### config.mk
export PLATFORM = sky130hd
export DESIGN_NAME = tp_cluster
export DESIGN_NICKNAME = d
export VERILOG_FILES = /design/src/rtl/tp_pkg.sv /design/src/rtl/tp_scan_reg.sv /design/src/rtl/tp_point_mux.sv /design/src/rtl/tp_obs_fold.sv /design/src/rtl/tp_cluster.sv
export SDC_FILE = /design/constraint.sdc
export NUM_CORES = 1
export LEC_CHECK = 0
export BUFFER_PORTS_ARGS = -buffer_cell sky130_fd_sc_hd__buf_2
export CORE_MARGIN = 1.5
export CORE_UTILIZATION = 24
export CTS_CLUSTER_SIZE = 25
export DETAILED_ROUTE_END_ITERATION = 7
export GPL_ROUTABILITY_DRIVEN = 0
export REMOVE_ABC_BUFFERS = 1
export SYNTH_ARGS = -nofsm -noshare
export SYNTH_HDL_FRONTEND = slang
export SYNTH_HIERARCHICAL = 1
export SYNTH_SLANG_ARGS = --single-unit
### constraint.sdc
create_clock -name tp_clk -period 1.52 [get_ports tp_clk]
set_input_delay 0.228 -clock tp_clk [delete_from_list [all_inputs] [get_ports tp_clk]]
set_output_delay 0.228 -clock tp_clk [all_outputs]
set_load 0.03 [all_outputs]
### src/rtl/tp_pkg.sv
package tp_pkg;
  // number of registers needed to serve n points at 'per' points each
  function automatic int groups(int n, int per);
    return (n + per - 1) / per;
  endfunction
endpackage

### src/rtl/tp_scan_reg.sv
module tp_scan_reg #(
  parameter int W = 4
) (
  input  logic         clk,
  input  logic         rst_n,
  input  logic         se,
  input  logic         sin,
  input  logic [W-1:0] func_d,
  output logic [W-1:0] q,
  output logic         sout
);
  logic [W:0] ser;
  assign ser  = {q, sin};
  assign sout = q[W-1];

  for (genvar i = 0; i < W; i++) begin : g_cell
    always_ff @(posedge clk or negedge rst_n) begin
      if (!rst_n)  q[i] <= 1'b0;
      else if (se) q[i] <= ser[i];
      else         q[i] <= func_d[i];
    end
  end
endmodule

### src/rtl/tp_point_mux.sv
module tp_point_mux #(
  parameter int N = 4
) (
  input  logic [N-1:0] din,
  input  logic [N-1:0] en,
  input  logic [N-1:0] tv,
  output logic [N-1:0] dout
);
  for (genvar i = 0; i < N; i++) begin : g_pt
    assign dout[i] = en[i] ? tv[i] : din[i];
  end
endmodule

### src/rtl/tp_obs_fold.sv
module tp_obs_fold #(
  parameter int NNET  = 12,
  parameter int SHARE = 8,
  parameter int NREG  = 2
) (
  input  logic [NNET-1:0] net,
  output logic [NREG-1:0] fold
);
  localparam int PW = NREG * SHARE;
  logic [PW-1:0] padded;

  always_comb begin
    padded = '0;
    padded[NNET-1:0] = net;
  end

  for (genvar g = 0; g < NREG; g++) begin : g_grp
    assign fold[g] = ^padded[g*SHARE +: SHARE];
  end
endmodule

### src/rtl/tp_cluster.sv
module tp_cluster #(
  parameter int NF0       = 2,
  parameter int NF1       = 2,
  parameter int NFR       = 4,
  parameter int NCT       = 6,
  parameter int NOB       = 12,
  parameter int CTL_SHARE = 8,
  parameter int TPE_SHARE = 1,
  parameter int OBS_SHARE = 8
) (
  input  logic           tp_clk,
  input  logic           tp_rst_n,
  input  logic           test_mode,
  input  logic           scan_enable,
  input  logic           scan_in,
  output logic           scan_out,
  input  logic [NF0-1:0] f0_din,
  output logic [NF0-1:0] f0_dout,
  input  logic [NF1-1:0] f1_din,
  output logic [NF1-1:0] f1_dout,
  input  logic [NFR-1:0] fr_din,
  output logic [NFR-1:0] fr_dout,
  input  logic [NCT-1:0] ct_din,
  output logic [NCT-1:0] ct_dout,
  input  logic [NOB-1:0] obs_net
);
  localparam int NTE = tp_pkg::groups(NCT, TPE_SHARE);
  localparam int NCR = tp_pkg::groups(NFR + NCT, CTL_SHARE);
  localparam int NOR = tp_pkg::groups(NOB, OBS_SHARE);
  localparam int L   = NTE + NCR + NOR;

  logic [NTE-1:0] tpe_q;
  logic [NCR-1:0] ctl_q;
  logic [NOR-1:0] obs_q;
  logic [NOR-1:0] obs_fold;
  logic           tpe_so, ctl_so;
  logic [L-1:0]   chain;

  assign chain = {obs_q, ctl_q, tpe_q};

  // chain: scan_in -> enable regs -> control regs -> observe regs -> scan_out
  tp_scan_reg #(.W(NTE)) u_tpe (
    .clk(tp_clk), .rst_n(tp_rst_n), .se(scan_enable), .sin(scan_in),
    .func_d(tpe_q), .q(tpe_q), .sout(tpe_so));

  tp_scan_reg #(.W(NCR)) u_ctl (
    .clk(tp_clk), .rst_n(tp_rst_n), .se(scan_enable), .sin(tpe_so),
    .func_d(ctl_q), .q(ctl_q), .sout(ctl_so));

  tp_obs_fold #(.NNET(NOB), .SHARE(OBS_SHARE), .NREG(NOR)) u_fold (
    .net(obs_net), .fold(obs_fold));

  tp_scan_reg #(.W(NOR)) u_obs (
    .clk(tp_clk), .rst_n(tp_rst_n), .se(scan_enable), .sin(ctl_so),
    .func_d(obs_fold), .q(obs_q), .sout(scan_out));

  // constant points
  tp_point_mux #(.N(NF0)) u_f0 (
    .din(f0_din), .en({NF0{test_mode}}), .tv({NF0{1'b0}}), .dout(f0_dout));
  tp_point_mux #(.N(NF1)) u_f1 (
    .din(f1_din), .en({NF1{test_mode}}), .tv({NF1{1'b1}}), .dout(f1_dout));

  // register-driven points: control index i
  logic [NFR-1:0] fr_tv;
  for (genvar i = 0; i < NFR; i++) begin : g_fr
    assign fr_tv[i] = ctl_q[i / CTL_SHARE];
  end
  tp_point_mux #(.N(NFR)) u_fr (
    .din(fr_din), .en({NFR{test_mode}}), .tv(fr_tv), .dout(fr_dout));

  // gated points: control index NFR + j, enable index j / TPE_SHARE
  logic [NCT-1:0] ct_tv, ct_en;
  for (genvar j = 0; j < NCT; j++) begin : g_ct
    assign ct_tv[j] = ctl_q[(NFR + j) / CTL_SHARE];
    assign ct_en[j] = test_mode & tpe_q[j / TPE_SHARE];
  end
  tp_point_mux #(.N(NCT)) u_ct (
    .din(ct_din), .en(ct_en), .tv(ct_tv), .dout(ct_dout));
endmodule

==> flow_summary.ini, run 1 <==
[status]
status = complete, no violations

[hold_path]
hold_path_startpoint = scan_in
hold_path.class = input pin to flip-flop

[timing]
fin_worst_skew_ns = 0.00176
timing.final.crit_period_ns = 1.48
max_freq_ghz = 0.676
setup_repair_after_global_routing_missed_its_margin = no
finalSetupTns_ns = 0
report.final.slew_viol_count = 0
finalCritPeriodShare_pct = 97.4
final_hold_viol_count = 0
finalSetupViolations = 0

[clock_tree]
tritoncts = built
clock_sinks = 10
cts_buffer_depth = 2
path_clk_slew_ns = 0.06
clock_latency_ns = 0.26
h_tree_depth = 1
cts.root.buffer_cell = clkbuf_4
cts_inserted_buffers = 3

[critical_path]
crit_family = flip-flops
timing.critical_path.required_ns = 1.29
crit_path_start = u_tpe/q[0]$_DFF_PN0_
critical-path-slowest-cell = dfrtp_1
crit_path_cell_trace = and2_4, mux2_4, buf_4
crit_fanout = 3
max_stage_delay_ns = 0.39
timing.critical_path.from_type = flip-flop
worst_setup_end_kind = output pin
critical_path.reg2reg.startpoint = u_tpe/q[0]$_DFF_PN0_
setup.worst_path.class = flip-flop to output pin
cp.buffers_inverters = 1
cp_data_arrival_time_ns = 1.25

[synthesis]
synth_cells = 55
synthesis.area_um2 = 754
avgSynthCellArea_um2 = 13.7
yosysWarningCount = 6

[floorplan]
design.core.area_mm2 = 0.00303
pin_count = 46
floorplan.die.width_um = 59.1
row_count = 20
die-area_mm2 = 0.00349
die_y_um = 59.1
initial_core_utilization_pct = 24.9

[route]
detail_route.iter0.violations = 10
dr_total_vias = 605
route.detailed.drc = 0
detail_route.wirelength_um = 1450
routed_length_per_instance_um = 9.36
postRouteAntennaNets = 0
via_per_inst = 3.90
drt_pre_antenna_iters = 2

[power]
power_density_normalized_to_cell_area_mw_per_mm2 = 1100
worst_vdd_rail_ir_drop_mv = 0.313
cell_leakage_power_nw = 0.597

[layout]
nets = 144
layout-drive-gt1-share_pct = 74.8
area_growth_syn_to_layout_pct = 52.2
insertedDiodeCount = 0
finish.utilization_pct = 37.9

[global_route]
residual_overflow_from_global_routing = 0
grt_max_degree = 15
grt_pass1_vias = 535
first_pass_grt_wire_length_um = 2280
grt_use_total_pct = 8.78
grt_antenna_before_repair = 0

[placement]
io_buffers = 45
final_hpwl_dp_um = 1140

[job]
max_cap_violations = 0
-- sequential cells by signal, indices dropped and copies added (netlist names) --
signal and flops:
u_ctl/sout 1, u_obs/q 1, u_ctl/q 1, u_tpe/q 5, u_tpe/sout 1, u_obs/sout 1
-- worst reg2reg max path, stage by stage (launching register included) --
cell     delay (ns)
dfrtp_1        0.39
buf_4          0.14
mux2_4         0.25
-- final cells by class --
| type | instances | area [um^2] |
|---|---|---|
| Clock buffer | 3 | 22.5 |
| Fill cell | 303 | 1880 |
| Multi-Input combinational cell | 44 | 490 |
| Sequential cell | 10 | 251 |
| Tap cell | 44 | 55.1 |
| Timing Repair Buffer | 54 | 329 |
-- report_power, final --
group	internal, W	leakage, nW	switching, W
combinational	0.000383	0.466	0.000296
clock	0.0000910	0.0138	0.0000807
sequential	0.000346	0.117	0.0000668
-- worst paths after layout --
path	endpoint	slack, ns	cells past startpoint
setup / recovery	ct_dout[0]	0.04	3
hold / removal	u_tpe/q[0]$_DFF_PN0_	0.20	2
setup reg to reg	u_tpe/q[0]$_DFF_PN0_	0.62	2
hold reg to reg	u_obs/sout$_DFF_PN0_	0.48	1
max in group asynchronous	u_ctl/q[0]$_DFF_PN0_	0.95	2
min in group asynchronous	u_tpe/q[3]$_DFF_PN0_	0.37	2
-- layer usage --
| metal | part of all wire (%) | GRT usage [%] |
|---|---|---|
| met2 | 47 | 14.4 |
| met3 | 9.8 | 3.06 |
| met1 | 43 | 10.3 |
| met4 | 0 | 3.90 |
| met5 | 0 | 0 |
-- cell usage in the layout (no fill, tap or decap) --
cell	instances
buf_4	9
conb_1	4
xor2_1	2
and2_4	2
dlygate4sd3_1	1
xnor2_1	8
mux2_2	4
mux2_4	20
and2_1	4
buf_2	39
dfrtp_1	9
buf_6	5
clkbuf_4	3
dfrtp_2	1
-- through the flow --
step / cell area [um^2] / total power, W / cells / setup WS (ns) / hold WS, ns
6_report: 1150 / 0.00126 / 155 / 0.0400 / 0.199
5_1_grt: 1150 / 0.00134 / 155 / 0.0000503 / 0.193
4_1_cts: 1070 / 0.00120 / 149 / 0.000981 / 0.193
3_5_place_dp: 1020 / 0.000992 / 143 / 0.0853 / 0.0961
3_3_place_gp: 1020 / 0.000978 / 143 / 0.115 / 0.0900
2_1_floorplan: 736 / 0.000829 / 54 / 0.426 / -0.0676
-- timing repair --
item                                    4_1_cts  5_1_grt
endpoints found under the setup margin        4        8
hold buffers                                  1        0
gates resized for setup                       4       13
pin swaps                                     0        0
endpoints found under the hold margin        10        0
buffers inserted                              2        6
cloned                                        0        0
No activity file was read; power rests on OpenSTA's default activity.
==> run 2: changes to the inputs <==
BUFFER_PORTS_ARGS = default   (was -buffer_cell sky130_fd_sc_hd__buf_2)
DONT_BUFFER_PORTS = 1   (was default)
HOLD_SLACK_MARGIN = 0.06   (was default)
==> flow_summary.ini, run 2 (synthesis gave the netlist of run 1 again) <==
[critical_path]
max_stage_delay_ns = 0.40
critical_path.reg2reg.startpoint = u_ctl/q[0]$_DFF_PN0_
critical-path-slowest-cell = dfrtp_1
setup.worst_path.class = flip-flop to output pin
cp_data_arrival_time_ns = 1.19
crit_path_start = u_tpe/sout$_DFF_PN0_
timing.critical_path.required_ns = 1.29
crit_fanout = 3
worst_setup_end_kind = output pin
crit_path_cell_trace = and2_1, mux2_4
timing.critical_path.from_type = flip-flop

[global_route]
grt_use_total_pct = 7.59
grt_antenna_before_repair = 0
first_pass_grt_wire_length_um = 1920
grt_pass1_vias = 441
residual_overflow_from_global_routing = 0
grt_max_degree = 15

[floorplan]
floorplan.die.width_um = 59.1
initial_core_utilization_pct = 24.9
design.core.area_mm2 = 0.00303
pin_count = 46
die-area_mm2 = 0.00349
row_count = 20
die_y_um = 59.1

[layout]
layout-drive-gt1-share_pct = 47.5
final_common_cell = mux2_4
area_growth_syn_to_layout_pct = 10.9
largest-register = u_tpe/q
finish.utilization_pct = 27.6
layout.cells.most_common_list = mux2_4, dfrtp_1, xnor2_1
largest_register_ffs = 5
nets = 91
insertedDiodeCount = 0

[route]
route.detailed.drc = 0
routed_length_per_instance_um = 12.2
postRouteAntennaNets = 0
detail_route.wirelength_um = 1260
drt_pre_antenna_iters = 2
via_per_inst = 4.26
detail_route.iter0.violations = 12
dr_total_vias = 439

[clock_tree]
clock_sinks = 10
cts_inserted_buffers = 3
cts.root.buffer_cell = clkbuf_4
cts_setup_buffers = 0
h_tree_depth = 1
cts_buffer_depth = 2
tritoncts = built
path_clk_slew_ns = 0.07
clock_latency_ns = 0.26

[power]
cell_leakage_power_nw = 0.373
worst_vdd_rail_ir_drop_mv = 0.286
power_density_normalized_to_cell_area_mw_per_mm2 = 1330

[timing]
fin_worst_skew_ns = 0.00199
finalSetupViolations = 0
finalCritPeriodShare_pct = 93.0
setup_repair_after_global_routing_missed_its_margin = no
timing.final.crit_period_ns = 1.41
report.final.slew_viol_count = 0
max_freq_ghz = 0.708
final_hold_viol_count = 0
finalSetupTns_ns = 0

[placement]
final_hpwl_dp_um = 1060
io_buffers = 0

[status]
status = complete, no violations

[job]
max_cap_violations = 0

[hold_path]
hold_path_startpoint = scan_in
hold_path.class = input pin to flip-flop
[run 2: cell types whose count changed in the layout (fill, tap and decap cells not counted)]
cell	change
dfrtp_2	-1
dfrtp_1	+1
buf_2	-39
and2_1	+2
buf_4	-9
clkbuf_8	+1
buf_6	-5
and2_4	-2
[run 2: final timing paths]
path	to	slack [ns]	cells after the start
setup / recovery	ct_dout[5]	0.11	2
setup reg to reg	u_ctl/q[0]$_DFF_PN0_	0.62	1
hold reg to reg	u_obs/sout$_DFF_PN0_	0.50	1
max in group asynchronous	u_tpe/q[0]$_DFF_PN0_	0.85	1
min in group asynchronous	u_tpe/sout$_DFF_PN0_	0.35	1
hold / removal	u_tpe/q[0]$_DFF_PN0_	0.11	1
[run 2: per-layer routing]
layer,share of wire [%],wire length [um],GRT usage [%],vias to the layer above
met2,48,602,14.0,40
li1,-,-,-,194
met4,0,0,2.92,0
met5,0,0,0,-
met1,35,442,7.03,205
met3,17,212,3.93,0
[run 2: metrics by stage]
step	setup WS (ns)	cells	instance area [um^2]	hold WS, ns	power (W)
2_1_floorplan	0.426	54	736	-0.0676	0.000829
3_3_place_gp	0.391	98	791	-0.0673	0.000868
6_report	0.107	103	837	0.111	0.00111
5_1_grt	0.0586	103	837	0.100	0.00118
3_5_place_dp	0.382	98	791	-0.0672	0.000884
4_1_cts	0.0879	103	837	0.101	0.00113
[run 2: report_power, final]
group          internal (W)  total [W]  switching, W
Combinational      0.000224   0.000437      0.000213
Clock              0.000145   0.000238     0.0000925
Sequential         0.000344   0.000438     0.0000944
[run 2: what timing repair did]
item	CTS	global route
hold buffers	1	0
endpoints found under the hold margin	10	0
gates resized for setup	0	0
[run 2: area by class of cell]
type | count | area (um^2)
well taps | 44 | 55.1
flip-flops and latches | 10 | 250
clock buffers | 4 | 36.3
multi-input cells | 44 | 485
fillers | 317 | 2190
repair buffers | 1 | 10.0
[run 2: worst max-delay path, delay by kind of cell (launching register included)]
kind          cells  cell delay [ns]
flops             1             0.40
mux               1             0.35
simple gates      1             0.17
==> run 3: changes to the inputs <==
CAP_MARGIN = 20   (was default)
CTS_BUF_LIST = sky130_fd_sc_hd__clkbuf_8   (was default)
==> flow_summary.ini, run 3 (synthesis gave the netlist of run 1 again) <==
[status]
status = complete, no violations

[layout]
area_growth_syn_to_layout_pct = 13.4
largest_register_ffs = 5
layout-drive-gt1-share_pct = 47.5
insertedDiodeCount = 0
largest-register = u_tpe/q
final_common_cell = mux2_4
finish.utilization_pct = 28.3
layout.cells.most_common_list = mux2_4, dfrtp_1, xnor2_1
nets = 91
num-fill-cells = 313

[placement]
io_buffers = 0
final_hpwl_dp_um = 1060
worst_setup_timing_slack_at_the_placement_stage_ns = 0.382

[critical_path]
cp.buffers_inverters = 0
setup.worst_path.class = flip-flop to output pin
critical-path-slowest-cell = dfrtp_1
timing.critical_path.required_ns = 1.29
worst_setup_end_kind = output pin
max_stage_delay_ns = 0.39
crit_family = flip-flops
worstSetupPathDepth = 2
crit_fanout = 3
cp_data_arrival_time_ns = 1.15
timing.critical_path.from_type = flip-flop
reg2reg_depth = 1
crit_path_cell_trace = and2_1, mux2_4

[power]
p_int_w = 0.000797
power.sequential.fraction_pct = 36.6
power_density_normalized_to_cell_area_mw_per_mm2 = 1410
worst_vdd_rail_ir_drop_mv = 0.303
power.share.clock_pct = 27.0
design_power_total_w = 0.00120
cell_leakage_power_nw = 0.381
switching_power_w = 0.000407
pwr-share-comb_pct = 36.4
power.share.switching_pct = 33.8

[clock_tree]
clock_latency_ns = 0.23
path_clk_slew_ns = 0.05
cts_setup_buffers = 0
h_tree_depth = 1
tritoncts = built
cts_inserted_buffers = 3
clock_sinks = 10
cts.root.buffer_cell = clkbuf_8
cts_buffer_depth = 2

[floorplan]
die-area_mm2 = 0.00349
row_count = 20
design.core.area_mm2 = 0.00303
initial_core_utilization_pct = 24.9
floorplan.die.width_um = 59.1
pin_count = 46
die_y_um = 59.1

[timing]
worst_slack_ns = 0.143
report.final.slew_viol_count = 0
worst_hold_slack_ns = 0.142
setup_repair_after_global_routing_missed_its_margin = no
finalSetupTns_ns = 0
final_hold_viol_count = 0
finalCritPeriodShare_pct = 90.6
max_freq_ghz = 0.726
timing.final.crit_period_ns = 1.38
fin_worst_skew_ns = 0.000193
finalSetupViolations = 0

[hold_path]
hold_path.class = input pin to flip-flop
worstHoldPathCells = 1

[job]
max_cap_violations = 0

[global_route]
grt_max_degree = 15
grt_antenna_before_repair = 0
first_pass_grt_wire_length_um = 1910
grt_use_total_pct = 7.46
residual_overflow_from_global_routing = 0
grt_pass1_vias = 441

[route]
route.detailed.drc = 0
via_per_inst = 4.20
detail_route.iter0.violations = 10
dr_total_vias = 433
routed_length_per_instance_um = 12.2
drt_pre_antenna_iters = 2
postRouteAntennaNets = 0
detail_route.wirelength_um = 1260
==> run 3: cell types whose count changed in the layout (fill, tap and decap cells not counted) <==
cell and change:
clkbuf_4 -3, clkbuf_8 +3
==> run 3: final timing paths <==
check                                     start                   end  slack, ns
setup / recovery           u_tpe/q[3]$_DFF_PN0_            ct_dout[3]       0.14
hold / removal                          scan_in  u_tpe/q[0]$_DFF_PN0_       0.14
setup reg to reg           u_ctl/q[0]$_DFF_PN0_  u_ctl/q[0]$_DFF_PN0_       0.61
hold reg to reg            u_obs/q[0]$_DFF_PN0_  u_obs/sout$_DFF_PN0_       0.49
max in group asynchronous              tp_rst_n  u_obs/sout$_DFF_PN0_       0.81
min in group asynchronous              tp_rst_n  u_ctl/sout$_DFF_PN0_       0.39
==> run 3: per-stage QoR <==
step | area [um^2] | std cells
detailed placement | 791 | 98
global route | 856 | 103
CTS | 856 | 103
finish | 856 | 103
floorplan | 736 | 54
global placement | 791 | 98
==> run 3: per-layer routing <==
layer | share of wire, % | up-vias | GRT usage [%]
met5 | 0 | - | 0
met4 | 0 | 0 | 2.92
met3 | 17 | 0 | 3.28
met2 | 48 | 40 | 14.0
met1 | 35 | 202 | 7.03
li1 | - | 191 | -
==> run 3: cell type report <==
| cell class | count | area, um^2 | area share (%) |
|---|---|---|---|
| Clock buffer | 4 | 55.1 | 6.43 |
| Multi-Input combinational cell | 44 | 485 | 56.7 |
| Sequential cell | 10 | 250 | 29.2 |
| Tap cell | 44 | 55.1 | 6.43 |
| Timing Repair Buffer | 1 | 10.0 | 1.17 |
==> run 3: what timing repair did <==
item                                   CTS  global route
hold buffers                             1             0
setup endpoints to repair                0             0
endpoints found under the hold margin   10             0
resized for setup                        0             0
==> run 3: power by group through the flow <==
| stage | Combinational [W] | Clock, W | Sequential (W) |
|---|---|---|---|
| finish | 0.000438 | 0.000325 | 0.000440 |
| global route | 0.000467 | 0.000353 | 0.000455 |
| CTS | 0.000443 | 0.000337 | 0.000446 |
| detailed placement | 0.000434 | 0 | 0.000450 |
| global placement | 0.000427 | 0 | 0.000441 |
| floorplan | 0.000413 | 0 | 0.000416 |
